[src/rtl/sysreg_pkg.sv]
package sysreg_pkg;
  localparam int WIN_AW = 12;

  localparam logic [WIN_AW-1:0] OFS_ID     = 12'h000;
  localparam logic [WIN_AW-1:0] OFS_LED    = 12'h008;
  localparam logic [WIN_AW-1:0] OFS_KEY    = 12'h020;
  localparam logic [WIN_AW-1:0] OFS_CFGA   = 12'h028;
  localparam logic [WIN_AW-1:0] OFS_CFGB   = 12'h02C;
  localparam logic [WIN_AW-1:0] OFS_FSET   = 12'h030;
  localparam logic [WIN_AW-1:0] OFS_FCLR   = 12'h034;
  localparam logic [WIN_AW-1:0] OFS_NSET   = 12'h038;
  localparam logic [WIN_AW-1:0] OFS_NCLR   = 12'h03C;
  localparam logic [WIN_AW-1:0] OFS_RCTL   = 12'h040;
  localparam logic [WIN_AW-1:0] OFS_K44    = 12'h044;
  localparam logic [WIN_AW-1:0] OFS_K50    = 12'h050;
  localparam logic [WIN_AW-1:0] OFS_K84    = 12'h084;
  localparam logic [WIN_AW-1:0] OFS_K88    = 12'h088;

  localparam logic [31:0] CONST_K44 = 32'h0000_0001;
  localparam logic [31:0] CONST_K50 = 32'h0000_1000;
  localparam logic [31:0] CONST_K84 = 32'h0200_0000;
  localparam logic [31:0] CONST_K88 = 32'hFF00_0000;

  typedef enum logic [3:0] {
    SEL_ID, SEL_LED, SEL_KEY, SEL_CFGA, SEL_CFGB,
    SEL_FSET, SEL_FCLR, SEL_NSET, SEL_NCLR, SEL_RCTL,
    SEL_K44, SEL_K50, SEL_K84, SEL_K88, SEL_ZERO, SEL_NONE
  } sel_e;
endpackage

[src/rtl/sysreg_decode.sv]
module sysreg_decode
  import sysreg_pkg::*;
(
  input  logic [WIN_AW-1:0] addr,
  output sel_e              sel
);
  always_comb begin
    case (addr)
      OFS_ID:   sel = SEL_ID;
      OFS_LED:  sel = SEL_LED;
      OFS_KEY:  sel = SEL_KEY;
      OFS_CFGA: sel = SEL_CFGA;
      OFS_CFGB: sel = SEL_CFGB;
      OFS_FSET: sel = SEL_FSET;
      OFS_FCLR: sel = SEL_FCLR;
      OFS_NSET: sel = SEL_NSET;
      OFS_NCLR: sel = SEL_NCLR;
      OFS_RCTL: sel = SEL_RCTL;
      OFS_K44:  sel = SEL_K44;
      OFS_K50:  sel = SEL_K50;
      OFS_K84:  sel = SEL_K84;
      OFS_K88:  sel = SEL_K88;
      12'h004, 12'h00C, 12'h010, 12'h014, 12'h018, 12'h01C, 12'h024,
      12'h048, 12'h04C, 12'h054, 12'h058, 12'h05C, 12'h060,
      12'h064, 12'h068, 12'h06C, 12'h070, 12'h074, 12'h080,
      12'h08C, 12'h090, 12'h094, 12'h098, 12'h09C,
      12'h0C0, 12'h0C4, 12'h0C8, 12'h0CC, 12'h0D0:
                sel = SEL_ZERO;
      default:  sel = SEL_NONE;
    endcase
  end
endmodule

[src/rtl/sysreg_setclr.sv]
module sysreg_setclr #(
  parameter int              W   = 32,
  parameter logic [W-1:0]    RST = '0
) (
  input  logic         clk,
  input  logic         rst_n,
  input  logic         set_en,
  input  logic         clr_en,
  input  logic [W-1:0] wdata,
  output logic [W-1:0] q
);
  always_ff @(posedge clk or negedge rst_n) begin
    if (!rst_n)      q <= RST;
    else if (set_en) q <= q | wdata;
    else if (clr_en) q <= q & ~wdata;
  end

  // set alias leaves every written one bit high
  a_r5_set_bits: assert property (@(posedge clk) disable iff (!rst_n)
    set_en |=> ((q & $past(wdata)) == $past(wdata)));
  // clear alias leaves every written one bit low
  a_r5_clr_bits: assert property (@(posedge clk) disable iff (!rst_n)
    (clr_en && !set_en) |=> ((q & $past(wdata)) == '0));
  // no access, no change
  a_r6_hold: assert property (@(posedge clk) disable iff (!rst_n)
    (!set_en && !clr_en) |=> $stable(q));
endmodule

[src/rtl/sysreg_guard.sv]
module sysreg_guard #(
  parameter int                 DATA_W    = 32,
  parameter int                 KEY_W     = 16,
  parameter logic [KEY_W-1:0]   KEY       = 16'hA05F,
  parameter int                 TRIG_BIT  = 8
) (
  input  logic              clk,
  input  logic              rst_n,
  input  logic              key_we,
  input  logic              rctl_we,
  input  logic [DATA_W-1:0] wdata,
  output logic [KEY_W-1:0]  key_q,
  output logic [DATA_W-1:0] rctl_q,
  output logic              reset_req
);
  localparam logic [DATA_W-1:0] KEY_FULL = DATA_W'(KEY);

  logic unlocked;
  logic accept;
  assign unlocked = (key_q == KEY);
  assign accept   = rctl_we && unlocked;

  always_ff @(posedge clk or negedge rst_n) begin
    if (!rst_n) begin
      key_q     <= '0;
      rctl_q    <= '0;
      reset_req <= 1'b0;
    end else begin
      if (key_we)
        key_q <= (wdata == KEY_FULL) ? KEY : {1'b0, wdata[KEY_W-2:0]};
      if (accept)
        rctl_q <= wdata;
      reset_req <= accept && wdata[TRIG_BIT];
    end
  end

  // a set top bit only ever comes with the full key
  a_r2_top_bit: assert property (@(posedge clk) disable iff (!rst_n)
    key_q[KEY_W-1] |-> (key_q == KEY));
  // locked writes leave reset control untouched
  a_r3_locked_ignore: assert property (@(posedge clk) disable iff (!rst_n)
    (rctl_we && !unlocked) |=> $stable(rctl_q));
  // every pulse has an accepted triggering write behind it
  a_r4_pulse_cause: assert property (@(posedge clk) disable iff (!rst_n)
    reset_req |-> $past(rctl_we && unlocked && wdata[TRIG_BIT]));
endmodule

[src/rtl/sysreg_bank.sv]
module sysreg_bank
  import sysreg_pkg::*;
#(
  parameter int                 DATA_W    = 32,
  parameter logic [DATA_W-1:0]  ID_VALUE  = 32'h4170_0500,
  parameter logic [DATA_W-1:0]  FLAGS_RST = 32'h0000_0003,
  parameter logic [DATA_W-1:0]  NV_RST    = 32'h0000_0000,
  parameter int                 KEY_W     = 16,
  parameter logic [KEY_W-1:0]   KEY       = 16'hA05F,
  parameter int                 TRIG_BIT  = 8
) (
  input  logic              clk,
  input  logic              rst_n,
  input  logic [WIN_AW-1:0] addr,
  input  logic              wr_en,
  input  logic [DATA_W-1:0] wr_data,
  input  logic              rd_en,
  output logic [DATA_W-1:0] rd_data,
  output logic [DATA_W-1:0] led_out,
  output logic              reset_req,
  output logic              decode_err
);
  sel_e              sel;
  logic [DATA_W-1:0] led_q, cfga_q, cfgb_q, flags_q, nv_q, rctl_q;
  logic [KEY_W-1:0]  key_q;
  logic              err_q;

  sysreg_decode u_decode (.addr(addr), .sel(sel));

  sysreg_setclr #(.W(DATA_W), .RST(FLAGS_RST)) u_flags (
    .clk(clk), .rst_n(rst_n),
    .set_en(wr_en && sel == SEL_FSET), .clr_en(wr_en && sel == SEL_FCLR),
    .wdata(wr_data), .q(flags_q));

  sysreg_setclr #(.W(DATA_W), .RST(NV_RST)) u_nvflags (
    .clk(clk), .rst_n(rst_n),
    .set_en(wr_en && sel == SEL_NSET), .clr_en(wr_en && sel == SEL_NCLR),
    .wdata(wr_data), .q(nv_q));

  sysreg_guard #(.DATA_W(DATA_W), .KEY_W(KEY_W), .KEY(KEY),
                 .TRIG_BIT(TRIG_BIT)) u_guard (
    .clk(clk), .rst_n(rst_n),
    .key_we(wr_en && sel == SEL_KEY), .rctl_we(wr_en && sel == SEL_RCTL),
    .wdata(wr_data), .key_q(key_q), .rctl_q(rctl_q), .reset_req(reset_req));

  always_ff @(posedge clk or negedge rst_n) begin
    if (!rst_n) begin
      led_q  <= '0;
      cfga_q <= '0;
      cfgb_q <= '0;
      err_q  <= 1'b0;
    end else begin
      if (wr_en && sel == SEL_LED)  led_q  <= wr_data;
      if (wr_en && sel == SEL_CFGA) cfga_q <= wr_data;
      if (wr_en && sel == SEL_CFGB) cfgb_q <= wr_data;
      if ((wr_en || rd_en) && sel == SEL_NONE) err_q <= 1'b1;
    end
  end

  always_comb begin
    case (sel)
      SEL_ID:   rd_data = ID_VALUE;
      SEL_LED:  rd_data = led_q;
      SEL_KEY:  rd_data = DATA_W'(key_q);
      SEL_CFGA: rd_data = cfga_q;
      SEL_CFGB: rd_data = cfgb_q;
      SEL_FSET: rd_data = flags_q;
      SEL_NSET: rd_data = nv_q;
      SEL_RCTL: rd_data = rctl_q;
      SEL_K44:  rd_data = DATA_W'(CONST_K44);
      SEL_K50:  rd_data = DATA_W'(CONST_K50);
      SEL_K84:  rd_data = DATA_W'(CONST_K84);
      SEL_K88:  rd_data = DATA_W'(CONST_K88);
      default:  rd_data = '0;
    endcase
  end

  assign led_out    = led_q;
  assign decode_err = err_q;

  // the error flag never drops once raised
  a_r10_sticky: assert property (@(posedge clk) disable iff (!rst_n)
    err_q |=> err_q);
  // undecoded writes modify no plain register
  a_r10_no_side: assert property (@(posedge clk) disable iff (!rst_n)
    (wr_en && sel == SEL_NONE) |=> ($stable(led_q) && $stable(cfga_q) &&
                                    $stable(cfgb_q) && $stable(rctl_q)));
  // plain registers change only through their own offset
  a_r9_led_only: assert property (@(posedge clk) disable iff (!rst_n)
    !(wr_en && sel == SEL_LED) |=> $stable(led_q));
endmodule

[config.mk]
export PLATFORM = sky130hd
export DESIGN_NAME = sysreg_bank
export DESIGN_NICKNAME = d
export VERILOG_FILES = /design/src/rtl/sysreg_pkg.sv /design/src/rtl/sysreg_decode.sv /design/src/rtl/sysreg_setclr.sv /design/src/rtl/sysreg_guard.sv /design/src/rtl/sysreg_bank.sv
export SDC_FILE = /design/constraint.sdc
export NUM_CORES = 1
export LEC_CHECK = 0
export ABC_AREA = 1
export BUFFER_PORTS_ARGS = -buffer_cell sky130_fd_sc_hd__buf_2
export CAP_MARGIN = 10
export CORE_MARGIN = 3
export CORE_UTILIZATION = 52
export DETAILED_ROUTE_END_ITERATION = 6
export HOLD_SLACK_MARGIN = 0.1
export PLACE_DENSITY = 0.76
export SLEW_MARGIN = 20
export SYNTH_ARGS = -nofsm -noshare
export SYNTH_HDL_FRONTEND = slang
export SYNTH_SLANG_ARGS = --single-unit
[constraint.sdc]
create_clock -name clk -period 2.6 [get_ports clk]
set_clock_uncertainty 0.1 [all_clocks]
set_input_delay 0.52 -clock clk [delete_from_list [all_inputs] [get_ports clk]]
set_output_delay 0.52 -clock clk [all_outputs]
set_load 0.1 [all_outputs]
Word-level counts from Yosys, hierarchy flattened
Cells that the tools add are included.
{"block": "word_totals", "reg_bits": 210, "input_bits": 48, "output_inout_bits": 66}
{"block": "op_classes", "n_eq_ne": 58, "muxes": 7, "bitwise_logic": 5, "n_reduce_logical": 18}
{"operator": "$pmux W32 S12", "count": 1}
{"operator": "$eq A12 B7 Y1 const B", "count": 14}
{"operator": "$eq A12 B8 Y1 const B", "count": 13}
{"operator": "$mux W32", "count": 4}
{"operator": "$eq A12 B6 Y1 const B", "count": 8}
{"operator": "$and A32 B32 Y32", "count": 2}
{"operator": "$or A32 B32 Y32", "count": 2}
{"operator": "$pmux W4 S15", "count": 1}
{"operator": "$eq A12 B5 Y1 const B", "count": 4}
{"operator": "$eq A32 B16 Y1 const B", "count": 1}
{"operator": "$not A32 Y32", "count": 1}
{"operator": "$reduce_or A29 Y1", "count": 1}
{"operator": "$eq A4 B4 Y1 const B", "count": 7}
{"operator": "$eq A12 B4 Y1 const B", "count": 2}
{"operator": "$eq A16 B16 Y1 const B", "count": 1}
{"operator": "$eq A4 B3 Y1 const B", "count": 4}
{"operator": "$mux W16", "count": 1}
{"operator": "$eq A12 B3 Y1 const B", "count": 1}
{"operator": "$logic_and A1 B1 Y1", "count": 12}
{"operator": "$logic_not A12 Y1", "count": 1}
{"operator": "$eq A4 B2 Y1 const B", "count": 2}
{"operator": "$eq A4 B1 Y1 const B", "count": 1}
{"operator": "$logic_not A4 Y1", "count": 1}
{"operator": "$reduce_bool A2 Y1", "count": 2}
{"operator": "$logic_or A1 B1 Y1", "count": 1}

Logic depth before layout (Yosys ltp)
{"block": "logic_depth", "depth_word": 7, "depth_mapped": 17, "depth_no_buf": 16}

By module
A second synthesis with hierarchy kept.
{"block": "hier_totals", "cells_unflattened": 1551, "hier_area_um2": 10978.0}
{"mod": "sysreg_bank", "n_inst": 1, "cells_per_inst": 840, "area_each_um2": 5505.3, "seq_area_each_um2": 2427.3}
{"mod": "sysreg_guard", "n_inst": 1, "cells_per_inst": 261, "area_each_um2": 2195.9, "seq_area_each_um2": 1226.2}
{"mod": "sysreg_setclr (u_flags)", "n_inst": 1, "cells_per_inst": 166, "area_each_um2": 1340.0, "seq_area_each_um2": 803.3}
{"mod": "sysreg_setclr (u_nvflags)", "n_inst": 1, "cells_per_inst": 166, "area_each_um2": 1337.5, "seq_area_each_um2": 800.8}
{"mod": "sysreg_decode", "n_inst": 1, "cells_per_inst": 118, "area_each_um2": 599.3, "seq_area_each_um2": 0.0}

Least setup slack after synthesis
Ideal clock, no wire load.
{"block": "synth_timing", "path_kind": "input to output", "start": "in addr[11]", "end": "out rd_data[23]", "t_arrival_ns": 2.809, "required_time_ns": 1.980, "path_slack_ns": -0.829, "path_stages": 15, "cell_sequence": "nor2_1 nand2_2 nor2_2 buf_6 nand2_2 inv_2 nand2_1 nand2_1 nor2_1 nand3_2 nand3_2 nor2_2 buf_2 nand2_1 nand4_1"}
{"block": "synth_via", "elab_chain_len": 5, "elab_cells_between_ends": 58, "cone_classes": "eq/ne (53); mux (2); reduce/logical (3)"}
{"item": "from (decl)", "line_no": "sysreg_bank.sv:14", "source": "input logic [WIN_AW-1:0] addr,"}
{"item": "$eq A12 B3 Y1 (tied with other cells)", "line_no": "sysreg_decode.sv:8", "source": "case (addr)"}
{"item": "$reduce_or A29 Y1", "line_no": "sysreg_decode.sv:8"}
{"item": "$pmux W4 S15 *", "line_no": "sysreg_decode.sv:8"}
{"item": "$eq A4 B4 Y1 (tied with other cells)", "line_no": "sysreg_bank.sv:61", "source": "case (sel)"}
{"item": "$pmux W32 S12 *", "line_no": "sysreg_bank.sv:61"}
{"item": "to (decl)", "line_no": "sysreg_bank.sv:18", "source": "output logic [DATA_W-1:0] rd_data,"}
Mark *: on every way between the ends. The rest lies on a longest branch, timed or not.

Final worst setup path
{"block": "layout_timing", "start": "in addr[8]", "end": "out rd_data[12]"}
The elaborated chain is that of the path after synthesis.

==> qor.yml <==
critPathArrivalTime_ns: 2.65
htreeDepth: 1
async_flop_share: 1.00
path_clk_slew_ns: 0.05
n_antenna_cell: 0
yosysTopAreaCell: "dfrtp_1"
max_freq_mhz: 306
wl_per_cell_um: 20.4
clkLatencyLatePin_ns: 0.52
drive_gt1_frac: 0.320
synthCells: 1231
synth_area_leaders: "dfrtp_1 52%, nand2_1 15%, o21ai_0 7.6%"
finalMaxSlewViolations: 0
start_kind: "primary input"
utilization: 0.762
dp_hpwl_um: 21500
syn_to_final_growth_pct: 43.0
max_slew_margin: 0.426
antenna_found_initial: 0
synthesis.area_um2: 10000
synth_fp_nets: 1279
die_x_um: 145
finalCritPeriodShare: 1.26
clock-sinks: 210
fp.dieH_um: 145
vias_per_cell: 5.95
crit_path_end_kind: "primary output"
placement.io_buffers: 113
synth_top_area_frac: 0.519
reg2reg_depth: 7
start_util: 0.533
rsz0062_at_grt: "yes"
yosysWarnings: 0
final_cell_mix: "372 x nand2_1, 208 x dfrtp_1, 152 x o21ai_0"
wl_um: 35300
hp-class: "primary input to register"
power.leakage_nw: 6.80
whs_path_depth: 3
timing.final.ws_setup_ns: -0.673
drt-pass1-iter-count: 6
overflow: 0
yosysSeqAreaShare: 0.524
synth_ff_type: "dfrtp_1"
avgSynthCellArea_um2: 8.15
power_density_nw_per_um2: 477
drtIter0Drc: 1266
grt_pass1_vias: 10084
final_common_cell: "nand2_1"
rows: 50
ant_nets: 0
ys_types: 35
fin_hold_ws_ns: 0.176
crit_type: "primary input to primary output"
clockRootBuffer: "clkbuf_16"
drc: 0
core_area_um2: 18800
dieArea_um2: 21000
cts_max_path_buffers: 3
numCtsBuffers: 23
vias: 10324
drv_cap: 0
fin_nets: 1507
vdd_ir_drop_max_v: 0.000464
track_usage: 0.321
synth_edf_count: 0
grt_pass1_wl_um: 52800
final_hold_viol_count: 0
status: "finished, violations left"
num_io_pins: 114
synth_seq_cells: 210
grt_max_degree: 65
place.gp.congestion: 0.909
min_period_ns: 3.27
setup-violations-final: 32
crit_path_max_fanout: 8
tightest_slew_ns: 0.853
violations: "negative setup slack"
setup_tns_ns: -18.77
cp.required_ns: 1.98
cts_tree: "done"
==> worst max-delay path, stage by stage <==
cell and delay, ns:
buf_6 0.10, nor2_4 0.12, nand2_4 0.10, nor2_4 0.14, buf_6 0.15, nand3b_1 0.17
nand2_2 0.13, nor2_2 0.06, nand3_2 0.09, nand3_4 0.14, nor2_4 0.27, buf_12 0.19
nand2_1 0.06, nand2_1 0.09, nor2_2 0.07, nand2_4 0.08, buf_12 0.17
==> stage by stage <==
step / setup WS (ns) / instance area (um2) / power, W / instances
after floorplan: -0.702 / 10400 / 0.00342 / 1231
after global placement: -0.655 / 12500 / 0.00362 / 1657
after detailed placement: -0.677 / 12500 / 0.00362 / 1657
after CTS: -0.508 / 14000 / 0.00683 / 1723
after global routing: -0.744 / 14300 / 0.00700 / 1735
final: -0.673 / 14300 / 0.00684 / 1735
==> Yosys cell counts (all sizes together), types with 2 or more instances <==
cell type,number
a21oi,30
clkbuf,30
clkinv,2
nor4,5
a21boi,11
inv,89
dfstp,2
a32o,8
dfrtp,208
o21ai,217
nand2,419
nand3,44
buf,28
a221oi,11
nand3b,2
nor3,6
a22o,16
nor2,76
nand4,21
==> routing by layer <==
metal | vias to the layer above | track usage | share of wire
met2 | 661 | 0.507 | 0.47
met4 | 0 | 0.120 | 0.045
li1 | 4543 | - | -
met5 | - | 0 | 0
met3 | 151 | 0.0674 | 0.10
met1 | 4969 | 0.439 | 0.38
==> final timing paths <==
check	startpoint	to	slack, ns
worst min register to register	decode_err	decode_err	0.37
max in group asynchronous	rst_n	asynchronous set/reset pin	1.29
min in group asynchronous	rst_n	led_out[3]	0.42
worst max register to register	u_guard.key_q[9]	u_guard.rctl_q[15]	0.30
worst max-delay path	addr[8]	rd_data[12]	-0.67
worst min-delay path	rd_en	decode_err	0.18
==> cells by family after synthesis <==
group | Yosys count | synth area share
simple gates | 573 | 0.237
compound gates | 299 | 0.176
flops | 210 | 0.524
buf+inv | 149 | 0.0629
==> report_power, final <==
| group | total (W) | leakage (nW) | internal, W | switching (W) |
|---|---|---|---|---|
| Clock | 0.00324 | 0.358 | 0.00189 | 0.00135 |
| Combinational | 0.000325 | 3.53 | 0.000100 | 0.000225 |
| Sequential | 0.00328 | 2.92 | 0.00327 | 0.00000356 |
| Total | 0.00684 | 6.80 | 0.00527 | 0.00157 |
==> final cells by class <==
| class | instances | area, um2 |
|---|---|---|
| Clock buffer | 37 | 678 |
| Clock inverter | 4 | 62.6 |
| Fill cell | 1192 | 4490 |
| Inverter | 91 | 357 |
| Multi-Input combinational cell | 872 | 4990 |
| Sequential cell | 210 | 5260 |
| Tap cell | 260 | 325 |
| Timing Repair Buffer | 261 | 2680 |
==> what timing repair did <==
item,in CTS,in global routing
setup buffers,23,6
cloned,2,7
gates resized for setup,122,32
hold buffers,1,0
endpoints found under the setup margin,32,62
hold endpoints to repair,44,0
pin swaps,26,28
(Power assumes the default switching activity.)
